$ cat config.mk
export PLATFORM = sky130hd
export DESIGN_NAME = prio_irq_ctrl
export DESIGN_NICKNAME = d
export VERILOG_FILES = /design/src/rtl/prio_irq_pkg.sv /design/src/rtl/prio_irq_reqlatch.sv /design/src/rtl/prio_irq_resolver.sv /design/src/rtl/prio_irq_seq.sv /design/src/rtl/prio_irq_ctrl.sv
export SDC_FILE = /design/constraint.sdc
export NUM_CORES = 1
export LEC_CHECK = 0
export BUFFER_PORTS_ARGS = -buffer_cell sky130_fd_sc_hd__buf_2
export CAP_MARGIN = 20
export CELL_PAD_IN_SITES_DETAIL_PLACEMENT = 1
export CELL_PAD_IN_SITES_GLOBAL_PLACEMENT = 1
export CORE_AREA = 2 2 76 106
export DETAILED_ROUTE_END_ITERATION = 8
export DIE_AREA = 0 0 78 108
export HOLD_SLACK_MARGIN = 0.03
export PLACE_DENSITY_LB_ADDON = 0.1
export RECOVER_POWER = 50
export SYNTH_ARGS = -nofsm -noshare
export SYNTH_HDL_FRONTEND = slang
export SYNTH_SLANG_ARGS = --single-unit
$ cat constraint.sdc
create_clock -name clk -period 3.9 [get_ports clk]
set_clock_uncertainty 0.15 [all_clocks]
set_input_delay 0.975 -clock clk [delete_from_list [all_inputs] [get_ports clk]]
set_output_delay 0.975 -clock clk [all_outputs]
set_load 0.02 [all_outputs]
$ cat src/rtl/prio_irq_pkg.sv
package prio_irq_pkg;

   // setup sequencer states
   typedef enum logic [1:0] {
      CFG_IDLE = 2'd0,
      CFG_VEC  = 2'd1,
      CFG_LINK = 2'd2,
      CFG_MODE = 2'd3
   } cfg_state_e;

   // command code in bits 7:5 of an operation byte
   localparam logic [2:0] OP_NS_EOI = 3'b001;

   // bus width of the register port
   localparam int BUS_W = 8;

endpackage

$ cat src/rtl/prio_irq_reqlatch.sv
module prio_irq_reqlatch #(
   parameter int N = 8
) (
   input  logic         clk,
   input  logic         rst_n,
   input  logic [N-1:0] lines_i,
   input  logic [N-1:0] ack_clr_i,
   output logic [N-1:0] irr_o
);

   logic [N-1:0] prev_q;
   logic [N-1:0] irr_q;
   logic [N-1:0] rise;

   assign rise = lines_i & ~prev_q;

   always_ff @(posedge clk) begin
      if (!rst_n) begin
         prev_q <= '1;
         irr_q  <= '0;
      end else begin
         prev_q <= lines_i;
         irr_q  <= (irr_q | rise) & lines_i & ~ack_clr_i;
      end
   end

   assign irr_o = irr_q;

   AST_ACK_DROPS_REQ: assert property (@(posedge clk) disable iff (!rst_n)
      (|ack_clr_i) |=> ((irr_q & $past(ack_clr_i)) == '0));

   AST_LOW_LINE_NO_REQ: assert property (@(posedge clk) disable iff (!rst_n)
      1'b1 |=> ((irr_q & ~$past(lines_i)) == '0));

endmodule

$ cat src/rtl/prio_irq_resolver.sv
module prio_irq_resolver #(
   parameter int N  = 8,
   parameter int LW = $clog2(N)
) (
   input  logic          clk,
   input  logic          rst_n,
   input  logic [N-1:0]  irr_i,
   input  logic [N-1:0]  imr_i,
   input  logic [N-1:0]  isr_i,
   output logic          grant_vld_o,
   output logic [LW-1:0] grant_lvl_o,
   output logic          isr_vld_o,
   output logic [LW-1:0] isr_lvl_o,
   output logic          irq_o
);

   logic [N-1:0]  pend;
   logic          p_vld;
   logic [LW-1:0] p_lvl;
   logic          s_vld;
   logic [LW-1:0] s_lvl;

   assign pend = irr_i & ~imr_i;

   // lowest index wins: scan downward so the last hit is the winner
   always_comb begin
      p_vld = 1'b0;
      p_lvl = '0;
      s_vld = 1'b0;
      s_lvl = '0;
      for (int i = N - 1; i >= 0; i--) begin
         if (pend[i]) begin
            p_vld = 1'b1;
            p_lvl = LW'(i);
         end
         if (isr_i[i]) begin
            s_vld = 1'b1;
            s_lvl = LW'(i);
         end
      end
   end

   assign grant_vld_o = p_vld && (!s_vld || (p_lvl < s_lvl));
   assign grant_lvl_o = p_lvl;
   assign isr_vld_o   = s_vld;
   assign isr_lvl_o   = s_lvl;
   assign irq_o       = grant_vld_o;

   AST_IRQ_HAS_SOURCE: assert property (@(posedge clk) disable iff (!rst_n)
      irq_o |-> ((irr_i & ~imr_i) != '0));

   AST_IRQ_NOT_BLOCKED: assert property (@(posedge clk) disable iff (!rst_n)
      irq_o |-> ((isr_i & ~({N{1'b1}} << grant_lvl_o)) == '0) && !isr_i[grant_lvl_o]);

endmodule

$ cat src/rtl/prio_irq_seq.sv
module prio_irq_seq
   import prio_irq_pkg::*;
#(
   parameter int N        = 8,
   parameter int LW       = $clog2(N),
   parameter bit IS_SLAVE = 1'b0
) (
   input  logic             clk,
   input  logic             rst_n,
   input  logic             a0_i,
   input  logic             wr_i,
   input  logic             rd_i,
   input  logic [BUS_W-1:0] wdata_i,
   output logic [BUS_W-1:0] rdata_o,
   input  logic [N-1:0]     irr_i,
   input  logic             grant_vld_i,
   input  logic [LW-1:0]    grant_lvl_i,
   input  logic             isr_vld_i,
   input  logic [LW-1:0]    isr_lvl_i,
   output logic [N-1:0]     imr_o,
   output logic [N-1:0]     isr_o,
   output logic [N-1:0]     ack_clr_o,
   output logic [BUS_W-1:0] ack_vec_o,
   output logic             vec_own_o,
   output logic [BUS_W-1:0] link_cfg_o
);

   localparam int BASE_W = BUS_W - LW;
   localparam int PAD_W  = BUS_W - 1 - LW;

   cfg_state_e        st_q;
   logic              need_link_q;
   logic              need_mode_q;
   logic [BASE_W-1:0] base_q;
   logic [N-1:0]      imr_q;
   logic [N-1:0]      isr_q;
   logic              sel_isr_q;
   logic              poll_q;
   logic [BUS_W-1:0]  ack_vec_q;
   logic              vec_own_q;

   logic wr_even, wr_odd, rd_even;
   logic is_init, is_opsel, is_opcmd, is_eoi;
   logic ack;
   logic link_we;
   logic own_next;

   assign wr_even  = wr_i & ~a0_i;
   assign wr_odd   = wr_i & a0_i;
   assign rd_even  = rd_i & ~a0_i & ~wr_i;
   assign is_init  = wr_even & wdata_i[4];
   assign is_opsel = wr_even & ~wdata_i[4] & wdata_i[3];
   assign is_opcmd = wr_even & ~wdata_i[4] & ~wdata_i[3];
   assign is_eoi   = is_opcmd && (wdata_i[7:5] == OP_NS_EOI);
   assign ack      = rd_even & poll_q & grant_vld_i;
   assign link_we  = wr_odd && (st_q == CFG_LINK) && !is_init;

   assign ack_clr_o = ack ? (N'(1) << grant_lvl_i) : '0;

   // cascade role picks the stored form of the cascade byte
   generate
      if (IS_SLAVE) begin : g_slave
         logic [2:0] id_q;
         always_ff @(posedge clk) begin
            if (!rst_n)       id_q <= '0;
            else if (link_we) id_q <= wdata_i[2:0];
         end
         assign link_cfg_o = {{(BUS_W-3){1'b0}}, id_q};
         assign own_next   = 1'b1;
      end else begin : g_master
         logic [N-1:0] map_q;
         always_ff @(posedge clk) begin
            if (!rst_n)       map_q <= '0;
            else if (link_we) map_q <= wdata_i[N-1:0];
         end
         assign link_cfg_o = BUS_W'(map_q);
         assign own_next   = ~map_q[grant_lvl_i];
      end
   endgenerate

   always_ff @(posedge clk) begin
      if (!rst_n) begin
         st_q        <= CFG_IDLE;
         need_link_q <= 1'b0;
         need_mode_q <= 1'b0;
         base_q      <= '0;
         imr_q       <= '1;
         isr_q       <= '0;
         sel_isr_q   <= 1'b0;
         poll_q      <= 1'b0;
         ack_vec_q   <= '0;
         vec_own_q   <= 1'b0;
      end else if (is_init) begin
         st_q        <= CFG_VEC;
         need_link_q <= ~wdata_i[1];
         need_mode_q <= wdata_i[0];
         imr_q       <= '0;
         isr_q       <= '0;
         sel_isr_q   <= 1'b0;
         poll_q      <= 1'b0;
      end else if (is_opsel) begin
         if (wdata_i[2]) poll_q    <= 1'b1;
         if (wdata_i[1]) sel_isr_q <= wdata_i[0];
      end else if (is_opcmd) begin
         if (is_eoi && isr_vld_i) isr_q[isr_lvl_i] <= 1'b0;
      end else if (wr_odd) begin
         unique case (st_q)
            CFG_IDLE: imr_q <= wdata_i[N-1:0];
            CFG_VEC: begin
               base_q <= wdata_i[BUS_W-1:LW];
               if (need_link_q)      st_q <= CFG_LINK;
               else if (need_mode_q) st_q <= CFG_MODE;
               else                  st_q <= CFG_IDLE;
            end
            CFG_LINK: st_q <= need_mode_q ? CFG_MODE : CFG_IDLE;
            CFG_MODE: st_q <= CFG_IDLE;
            default:  st_q <= CFG_IDLE;
         endcase
      end else if (rd_even && poll_q) begin
         poll_q <= 1'b0;
         if (grant_vld_i) begin
            isr_q[grant_lvl_i] <= 1'b1;
            ack_vec_q          <= {base_q, grant_lvl_i};
            vec_own_q          <= own_next;
         end
      end
   end

   always_comb begin
      if (a0_i)
         rdata_o = BUS_W'(imr_q);
      else if (poll_q)
         rdata_o = {grant_vld_i, {PAD_W{1'b0}}, (grant_vld_i ? grant_lvl_i : LW'(N - 1))};
      else if (sel_isr_q)
         rdata_o = BUS_W'(isr_q);
      else
         rdata_o = BUS_W'(irr_i);
   end

   assign imr_o     = imr_q;
   assign isr_o     = isr_q;
   assign ack_vec_o = ack_vec_q;
   assign vec_own_o = vec_own_q;

   AST_INIT_CLEARS: assert property (@(posedge clk) disable iff (!rst_n)
      is_init |=> (imr_q == '0) && (isr_q == '0));

   AST_EOI_ONE_BIT: assert property (@(posedge clk) disable iff (!rst_n)
      (is_eoi && (isr_q != '0)) |=> ($countones(isr_q) + 1 == $countones($past(isr_q))));

   AST_ACK_ONEHOT: assert property (@(posedge clk) disable iff (!rst_n)
      $onehot0(ack_clr_o));

   AST_POLL_CONSUMED: assert property (@(posedge clk) disable iff (!rst_n)
      (rd_even && poll_q) |=> !poll_q);

   AST_MASK_STABLE: assert property (@(posedge clk) disable iff (!rst_n)
      !wr_i |=> $stable(imr_q));

endmodule

$ cat src/rtl/prio_irq_ctrl.sv
module prio_irq_ctrl #(
   parameter int NUM_LINES = 8,
   parameter bit IS_SLAVE  = 1'b0
) (
   input  logic                 clk,
   input  logic                 rst_n,
   input  logic                 bus_a0,
   input  logic                 bus_wr,
   input  logic                 bus_rd,
   input  logic [7:0]           bus_wdata,
   output logic [7:0]           bus_rdata,
   input  logic [NUM_LINES-1:0] irq_lines,
   output logic                 irq_out,
   output logic [7:0]           ack_vector,
   output logic                 vec_own,
   output logic [7:0]           link_cfg
);

   localparam int LW = $clog2(NUM_LINES);

   generate
      if (NUM_LINES != 8) begin : g_bad_lines
         $error("prio_irq_ctrl: the register layout requires NUM_LINES == 8");
      end
   endgenerate

   logic [NUM_LINES-1:0] irr;
   logic [NUM_LINES-1:0] imr;
   logic [NUM_LINES-1:0] isr;
   logic [NUM_LINES-1:0] ack_clr;
   logic                 grant_vld;
   logic [LW-1:0]        grant_lvl;
   logic                 isr_vld;
   logic [LW-1:0]        isr_lvl;

   prio_irq_reqlatch #(.N(NUM_LINES)) u_req (
      .clk       (clk),
      .rst_n     (rst_n),
      .lines_i   (irq_lines),
      .ack_clr_i (ack_clr),
      .irr_o     (irr)
   );

   prio_irq_resolver #(.N(NUM_LINES), .LW(LW)) u_res (
      .clk         (clk),
      .rst_n       (rst_n),
      .irr_i       (irr),
      .imr_i       (imr),
      .isr_i       (isr),
      .grant_vld_o (grant_vld),
      .grant_lvl_o (grant_lvl),
      .isr_vld_o   (isr_vld),
      .isr_lvl_o   (isr_lvl),
      .irq_o       (irq_out)
   );

   prio_irq_seq #(.N(NUM_LINES), .LW(LW), .IS_SLAVE(IS_SLAVE)) u_seq (
      .clk         (clk),
      .rst_n       (rst_n),
      .a0_i        (bus_a0),
      .wr_i        (bus_wr),
      .rd_i        (bus_rd),
      .wdata_i     (bus_wdata),
      .rdata_o     (bus_rdata),
      .irr_i       (irr),
      .grant_vld_i (grant_vld),
      .grant_lvl_i (grant_lvl),
      .isr_vld_i   (isr_vld),
      .isr_lvl_i   (isr_lvl),
      .imr_o       (imr),
      .isr_o       (isr),
      .ack_clr_o   (ack_clr),
      .ack_vec_o   (ack_vector),
      .vec_own_o   (vec_own),
      .link_cfg_o  (link_cfg)
   );

endmodule

==> results.ini, run 1 <==
[synth]
ys_ff_latch=60
netlist_area_mm2=0.00291
synth_edf_count=0
ys_seq_area_share_pct=41.3
synth_top_area_share_pct=41.3
synthArstFlopShare_pct=0
synth_warnings=0
synthesis.nets=372
synthDistinctLibCells=55
synth.avg_cell_area_um2=8.30
synth_ff_type=dfxtp_1
yosys-top-cells-area=dfxtp_1, nand2_1, mux2i_1, o211ai_1, a21oi_1
synthCells=350
synth_top_cell_by_area=dfxtp_1

[sta]
rsz0062_at_grt=yes
worst_slack_ps=16.7
hold_slack_ps=314
finalSetupViolations=0
max_freq_mhz=258
fin_crit_ps=3880
slew_violations=0
tightest_slew_ps=815
period_share_pct=99.6
slew_headroom_pct=45.7
hold_violations=0

[worst_setup_path]
arrival_ps=2760
path_cells=or3_4 -> a211o_1 -> a211o_1 -> a311o_1 -> o21ai_4 -> a311oi_2 -> a21o_1 -> buf_2
critical_path.top_delay_family=compound AO/OA/AOI/OAI gates
r2r-start=u_seq.isr_o[0]$_SDFFE_PP0P_
cp_num_buf_inv=1
endpoint_kind=output pin
cp.required_ps=2770
r2r_end=u_seq.isr_o[0]$_SDFFE_PP0P_
crit_fanout=6
cp_slowest_cell=a311o_1
rr_worst_depth=10
crit_top_cell=a211o_1
r2r_slack_ps=660
max_stage_delay_ps=400
timing_worst_setup_path_type=flip-flop to output pin
start_kind=flip-flop

[clock_network]
cts_root_buf=clkbuf_8
clk_latency_ps=350
cts_tree=built
cts_buffer_depth=2
cts_buffers=9
clock_sinks=60
cts.clk_slew.worst_paths_ps=70
ctsHoldBuffers=0
cts_max_level=3

[final_layout]
multi_input_area_mm2=0.00167
area_growth_pct=25.2
final_common_cell=nand2_1
final_cell_mix=nand2_1, dfxtp_1, buf_2
stdcell_area_mm2=0.00364
drive_gt1_share_pct=21.6
n_antenna_cell=0
nets=434
fillCellCount=937
seq_area_mm2=0.00121

[global_routing]
gr-usage-all-layers_pct=24.6
grt_pass1_vias=2954
grt_pass1_wl_mm=15.7
antenna_found_initial=0
grt_max_degree=25
overflow=0

[route]
firstDrtPassIters=4
routed_wl_mm=10.1
drc=0
viasPerCell=5.71
vias=2937
wl_per_cell_um=19.6
ant_nets=0
drt_iter0_drc=216

[die]
start_util_pct=39.2
core_mm2=0.00741
std_cell_rows=37
ios=47
die_w_um=78
die-area_mm2=0.00842
die_y_um=108

[worst_hold_path]
min_path_cells=2
hold_end=u_seq.base_q[2]$_SDFFE_PN0P_
hold_class=flip-flop to flip-flop
hold_start=u_seq.base_q[2]$_SDFFE_PN0P_

[pwr]
leakagePower_nw=1.40
power_per_cell_area_mw_per_mm2=381
max-vdd-ir-drop_mv=0.205
total_power_mw=1.39

[place]
numPortBuffers=46
pre_cts_ws_ps=141
hpwl_mm=7.44
post_dp_cell_area_mm2=0.00330
place_congestion=0.911

[flow_run]
drv_cap=0

[status]
status=completed

## synth_stat cells, types with 2 or more instances
master	count
nor3b_1	2
nor4_1	2
buf_6	2
a21o_1	3
o21ai_0	10
mux2i_1	16
a31oi_1	4
o31a_1	2
nand2b_1	16
o211ai_1	18
inv_1	14
nor2_1	22
o2111a_1	2
a211o_1	2
or2_2	2
a211oi_1	8
a211oi_2	2
nand3_1	13
o31ai_1	4
a311oi_1	3
nand2_1	57
dfxtp_1	60
nor2b_1	8
o41ai_1	2
clkbuf_1	13
a21oi_1	26
nand4_1	4
a41oi_1	3
and2_1	4
## metrics by stage
| stage | setup TNS, ps | std cells | utilization (%) |
|---|---|---|---|
| floorplan | 0 | 350 | - |
| global placement | 0 | 492 | 44.6 |
| detailed placement | 0 | 492 | 44.6 |
| CTS | 0 | 510 | 48.0 |
| global route | -196 | 514 | 49.1 |
| finish | 0 | 514 | 49.1 |
## worst register-to-register path: stages, from the launching register on
cell and delay [ps]:
dfxtp_4 370, or3_4 390, a211o_1 240, a211o_1 240, a311o_1 400, buf_4 150, buf_4 140, a211oi_4 470
buf_4 260, a31oi_1 130, nor3b_2 210
## layout make-up
type / count / share of cell area, %
inverter: 14 / 1.44
timing repair buffer: 68 / 10.3
tap: 97 / 3.34
clock buffer: 12 / 4.26
sequential: 60 / 33.3
multi-input combinational: 259 / 46.0
clock inverter: 4 / 1.31
## worst max path at each step
stage / start / to / slack, ps / cells after the start
final: u_seq.isr_o[0]$_SDFFE_PP0P_ / bus_rdata[0] / 20 / 8
after detailed placement: u_seq.imr_o[0]$_SDFFE_PN1P_ / bus_rdata[0] / 140 / 10
after floorplan: u_seq.imr_o[0]$_SDFFE_PN1P_ / bus_rdata[7] / 20 / 9
after global placement: u_seq.imr_o[0]$_SDFFE_PN1P_ / bus_rdata[2] / 190 / 10
after CTS: u_seq.imr_o[2]$_SDFFE_PN1P_ / bus_rdata[2] / 50 / 10
after global routing: u_seq.isr_o[0]$_SDFFE_PP0P_ / bus_rdata[0] / -60 / 8
## routing by layer
| layer | vias to the layer above | GRT usage [%] | share of wire (%) |
|---|---|---|---|
| li1 | 1391 | - | - |
| met1 | 1441 | 28.1 | 41 |
| met2 | 75 | 43.0 | 51 |
| met3 | 30 | 3.59 | 3.4 |
| met4 | 0 | 15.3 | 4.2 |
| met5 | - | 0 | 0 |
## where the power goes
| part | switching, mW | total (mW) | internal (mW) |
|---|---|---|---|
| combinational | 0.0958 | 0.155 | 0.0593 |
| sequential | 0.0165 | 0.645 | 0.628 |
| clock | 0.259 | 0.587 | 0.328 |
## sequential cells by signal, indices dropped and copies added (netlist names)
register / count
u_req.irr_o: 8
u_req.prev_q: 8
u_seq.ack_vec_o: 8
u_seq.imr_o: 8
u_seq.isr_o: 8
u_seq.link_cfg_o: 8
u_seq.base_q: 5
u_seq.st_q: 2
u_seq.need_link_q: 1
u_seq.need_mode_q: 1
u_seq.poll_q: 1
u_seq.sel_isr_q: 1
u_seq.vec_own_o: 1
## kinds of logic (layout without fill, tap and decap cells)
kind of cell	count (synthesis)	after routing	share of synthesized area, %
adder cells (fa/ha/maj)	1	1	0.431
AO/OA/AOI/OAI	102	102	24.5
flip-flops	60	60	41.3
multiplexers	16	16	5.51
buffers and inverters	31	98	4.69
AND/OR/NAND/NOR	140	140	23.6
## repair_timing
action / CTS / global route
gates cloned: 0 / 0
pin swaps: 2 / 3
setup buffers: 2 / 4
resized for setup: 10 / 20
endpoints found under the setup margin: 5 / 4
Power figures use the tool's default switching activity.
==> run 2: changes to the inputs <==
- CTS_BUF_LIST: default -> sky130_fd_sc_hd__clkbuf_16
==> run 2 against run 1 <==
Critical endpoint unchanged. Die area stayed put. Non-clock buffer count is 3 lower. Largest power group is now clock. Clock-buffer cell count is 3 lower. Sequential share of layout area is 0.50 points lower. Largest cell class unchanged.
==> results.ini, run 2 (synthesis results as in run 1) <==
[route]
ant_nets=0
drt_iter0_drc=172
firstDrtPassIters=4
viasPerCell=5.69
wl_per_cell_um=19.4
drc=0
vias=2907
routed_wl_mm=9.92

[worst_setup_path]
path_cells=or3_1 -> a211o_1 -> a211o_1 -> a311o_2 -> o21ai_4 -> a311oi_2 -> a21o_1 -> buf_2
endpoint_kind=output pin
crit_top_cell=a211o_1
max_stage_delay_ps=410
cp_slowest_cell=or3_1
start_kind=flip-flop
timing_worst_setup_path_type=flip-flop to output pin
crit_fanout=8
cp.required_ps=2770
critical_path.top_delay_family=compound AO/OA/AOI/OAI gates
arrival_ps=2710
cp_num_buf_inv=1

[global_routing]
antenna_found_initial=0
grt_max_degree=25
gr-usage-all-layers_pct=24.6
grt_pass1_wl_mm=15.7
overflow=0
grt_pass1_vias=2954

[sta]
worst_slack_ps=61.9
hold_violations=0
tightest_slew_ps=820
max_freq_mhz=261
slew_headroom_pct=45.3
fin_crit_ps=3840
finalSetupViolations=0
hold_slack_ps=311
period_share_pct=98.4
slew_violations=0

[final_layout]
fillCellCount=933
n_antenna_cell=0
final_util_pct=49.9
area_growth_pct=27.1
nets=431
stdcell_area_mm2=0.00369
fin_cells=511
final_common_cell=nand2_1
drive_gt1_share_pct=21.3
final_cell_mix=nand2_1, dfxtp_1, buf_2

[place]
numPortBuffers=46
post_dp_cell_area_mm2=0.00330
place_congestion=0.911
pre_cts_ws_ps=141
place_inst=492
hpwl_mm=7.44

[die]
std_cell_rows=37
die_y_um=108
ios=47
die-area_mm2=0.00842
core_mm2=0.00741
die_w_um=78
start_util_pct=39.2

[pwr]
power_per_cell_area_mw_per_mm2=423
max-vdd-ir-drop_mv=0.214
leakagePower_nw=1.44

[worst_hold_path]
hold_class=flip-flop to flip-flop

[status]
status=completed

[flow_run]
drv_cap=0

[clock_network]
cts_buffers=9
cts_root_buf=clkbuf_16
cts.clk_slew.worst_paths_ps=50
clock_sinks=60
cts_tree=built
clk_latency_ps=330
cts_buffer_depth=2
cts_max_level=3

[run 2: cell types whose count changed in the layout (fill, tap and decap cells not counted), sizes merged]
cell and change:
buf -4, clkbuf -2, clkinv +2, inv +1
[run 2: final timing paths]
kind,start,endpoint,slack [ps],depth (start not counted)
setup / recovery,u_seq.isr_o[0]$_SDFFE_PP0P_,bus_rdata[0],60,8
hold / removal,u_seq.base_q[2]$_SDFFE_PN0P_,u_seq.base_q[2]$_SDFFE_PN0P_,310,2
setup reg to reg,u_seq.isr_o[0]$_SDFFE_PP0P_,u_seq.isr_o[0]$_SDFFE_PP0P_,790,9
hold reg to reg,u_seq.base_q[2]$_SDFFE_PN0P_,u_seq.base_q[2]$_SDFFE_PN0P_,310,2
[run 2: routing by layer]
layer	track usage [%]	routed length [um]
met5	0	0
met4	12.8	330
met3	4.59	399
met2	43.3	5170
met1	28.2	4020
[run 2: metrics by stage]
step	TNS (ps)	power (mW)
floorplan	0	0.736
global placement	0	0.797
detailed placement	0	0.798
CTS	0	1.57
global route	-62.4	1.61
finish	0	1.56
[run 2: timing repair]
action                                 CTS  global route
pin swaps                                1             3
hold buffers                             0             0
resized for setup                        6            27
endpoints found under the hold margin    0             0
gates cloned                             0             0
setup endpoints to repair                4             4
buffers inserted                         0             3
[run 2: worst reg2reg max path: stages, from the launching register on]
cell and delay [ps]:
dfxtp_2 380, or3_1 410, a211o_1 240, a211o_1 240, a311o_2 360, buf_4 160, a211oi_4 470, buf_4 260
a31oi_1 130, nor3b_2 210
[run 2: cell type report]
class	count	area [um^2]	area share, %
Sequential cell	60	1210	32.8
Inverter	14	52.6	1.42
Clock buffer	9	225	6.10
Clock inverter	7	58.8	1.59
Timing Repair Buffer	65	343	9.28
Multi-Input combinational cell	259	1680	45.5
Tap cell	97	121	3.29
[run 2: report_power, final]
part	leakage (nW)	internal, mW	switching (mW)
logic	0.805	0.0577	0.0933
clock network	0.141	0.484	0.279
registers	0.491	0.631	0.0166
==> run 3: changes to the inputs <==
- ABC_AREA: default -> 1
- CORE_AREA: 2 2 76 106 -> 2 2 77 108
- DIE_AREA: 0 0 78 108 -> 0 0 79 110
==> run 3 against run 2 <==
Area after synthesis rose by 3.8%. Hold slack improved by 4.4 ps. Cell count rose by 20%. The run now ends with max-capacitance violations, max-slew violations left. Critical endpoint unchanged. Routed wire length fell by 3.5%. Sequential power barely moved.
==> results.ini, run 3 <==
[global_routing]
antenna_found_initial=0
grt_pass1_vias=3262
overflow=0
grt_max_degree=42
gr-usage-all-layers_pct=23.8
grt_pass1_wl_mm=15.6

[route]
routed_wl_mm=9.57
drc=0
viasPerCell=5.06
ant_nets=0
vias=3096
wl_per_cell_um=15.6
drt_iter0_drc=125
firstDrtPassIters=4

[clock_network]
clock_sinks=60
cts_buffer_depth=2
cts_max_level=3
ctsHoldBuffers=0
clk_latency_ps=340
cts.clk_slew.worst_paths_ps=50
cts_buffers=9
cts_tree=built
cts_root_buf=clkbuf_16
cts_setup_buffers=0
ctsResizeCount=0

[die]
die-area_mm2=0.00869
ios=47
die_w_um=79
std_cell_rows=38
start_util_pct=39.2
core_mm2=0.00770
die_y_um=110

[sta]
fin_crit_ps=3710
finalSetupViolations=0
tns_ps=0
slew_headroom_pct=-11.0
max_freq_mhz=269
hold_violations=0
tightest_slew_ps=1670
period_share_pct=95.2
slew_violations=42

[final_layout]
fin_cells=612
drive_gt1_share_pct=13.1
n_antenna_cell=0
final_common_cell=nand2_1
fillCellCount=1062
final_cell_mix=nand2_1, inv_1, dfxtp_1
nets=531
area_growth_pct=18.7

[synth]
synth_ff_type=dfxtp_1
netlist_area_mm2=0.00302
synthesis.nets=482
ys_ff_latch=60
synth.avg_cell_area_um2=6.56
synthDistinctLibCells=31
synth_edf_count=0
yosys-top-cells-area=dfxtp_1, nand2_1, o21ai_0, inv_1, a21oi_1
synthCells=460
synth_top_area_share_pct=39.8
synth_warnings=0
ys_seq_area_share_pct=39.8
synthArstFlopShare_pct=0
synth_top_cell_by_area=dfxtp_1
synth_common_cells=nand2_1, inv_1, dfxtp_1
yosys.cell_count.top_type=nand2_1

[worst_setup_path]
cp-startpoint=u_seq.isr_o[2]$_SDFFE_PP0P_
r2r-start=u_seq.isr_o[2]$_SDFFE_PP0P_
endpoint_kind=output pin
crit_fanout=4
timing_worst_setup_path_type=flip-flop to output pin
rr_worst_depth=15
endpoint=bus_rdata[0]
arrival_ps=2590
r2r_end=u_req.irr_o[0]$_SDFF_PN0_
start_kind=flip-flop
cp.required_ps=2770
r2r_slack_ps=1180

[place]
place_inst=597
place_congestion=0.863
numPortBuffers=46
hpwl_mm=7.41

[flow_run]
drv_cap=1

[pwr]
max-vdd-ir-drop_mv=0.245
leakagePower_nw=1.66
power_per_cell_area_mw_per_mm2=432

[worst_hold_path]
hold_class=flip-flop to flip-flop
min_path_cells=2

[status]
status=complete, but fails checks
failed_checks=max-capacitance violations, max-slew violations

==> run 3: cell types whose count changed in the layout (fill, tap and decap cells not counted), sizes merged, moves of 8 or more <==
cell	before	now
nand2	57	116
nor2	22	53
nand2b	16	0
inv	15	80
o21ai	11	53
nor2b	8	0
o211ai	18	3
buf	45	30
mux2i	16	0
a211oi	10	2
a21oi	26	44
==> run 3: report_power, final <==
| group | switching [mW] | total (mW) | internal (mW) |
|---|---|---|---|
| sequential | 0.0108 | 0.645 | 0.634 |
| combinational | 0.107 | 0.156 | 0.0484 |
| clock | 0.270 | 0.748 | 0.478 |
| total | 0.388 | 1.55 | 1.16 |
==> run 3: final cells by class <==
type                       count  area (um^2)  share of cell area (%)
sequential                    60         1200                    33.5
inverter                      82          308                    8.59
tap                          100          125                    3.49
clock buffer                   9          225                    6.29
multi-input combinational    308         1450                    40.6
clock inverter                 5         46.3                    1.29
timing repair buffer          48          223                    6.22
==> run 3: worst min path at each step <==
stage / start / to / slack, ps
3_3_place_gp: u_seq.ack_vec_o[6]$_SDFFE_PN0P_ / u_seq.ack_vec_o[6]$_SDFFE_PN0P_ / 300
6_report: u_seq.ack_vec_o[7]$_SDFFE_PN0P_ / u_seq.ack_vec_o[7]$_SDFFE_PN0P_ / 320
5_1_grt: u_seq.ack_vec_o[3]$_SDFFE_PN0P_ / u_seq.ack_vec_o[3]$_SDFFE_PN0P_ / 330
4_1_cts: u_seq.ack_vec_o[7]$_SDFFE_PN0P_ / u_seq.ack_vec_o[7]$_SDFFE_PN0P_ / 310
2_1_floorplan: u_seq.base_q[1]$_SDFFE_PN0P_ / u_seq.ack_vec_o[4]$_SDFFE_PN0P_ / 290
3_5_place_dp: u_seq.ack_vec_o[7]$_SDFFE_PN0P_ / u_seq.ack_vec_o[7]$_SDFFE_PN0P_ / 310
==> run 3: per-stage QoR <==
stage	instance area, um^2	setup WS [ps]	hold WS (ps)	total power [mW]	util [%]
2_1_floorplan	3020	833	286	0.755	-
6_report	3580	189	315	1.55	46.5
5_1_grt	3580	-14.8	335	1.61	46.5
4_1_cts	3600	141	314	1.56	46.7
3_5_place_dp	3330	522	306	0.813	43.2
3_3_place_gp	3330	611	301	0.809	43.2
==> run 3: logic make-up after synthesis <==
logic type               share of synthesized area (%)
AO/OA/AOI/OAI                                     20.2
flip-flops                                        39.8
adder cells (fa/ha/maj)                          0.415
buffers and inverters                             12.0
AND/OR/NAND/NOR                                   27.6
==> run 3: metal layers <==
layer | vias up | GRT usage [%] | wire length (um)
li1 | 1558 | - | -
met1 | 1464 | 26.1 | 3990
met2 | 54 | 44.3 | 4980
met3 | 20 | 2.69 | 277
met4 | 0 | 13.2 | 324
met5 | - | 0 | 0
==> run 3: critical path: stages (launching register included) <==
cell,delay (ps)
dfxtp_1,350
nor2_1,210
nand2_1,140
inv_1,100
nand2_1,100
ha_1,280
inv_1,70
o21bai_1,80
inv_1,70
nand2_1,70
nand2_2,90
nand2_1,100
nor2_1,210
nand2_1,80
nand2_1,60
o21ai_0,80
buf_2,160
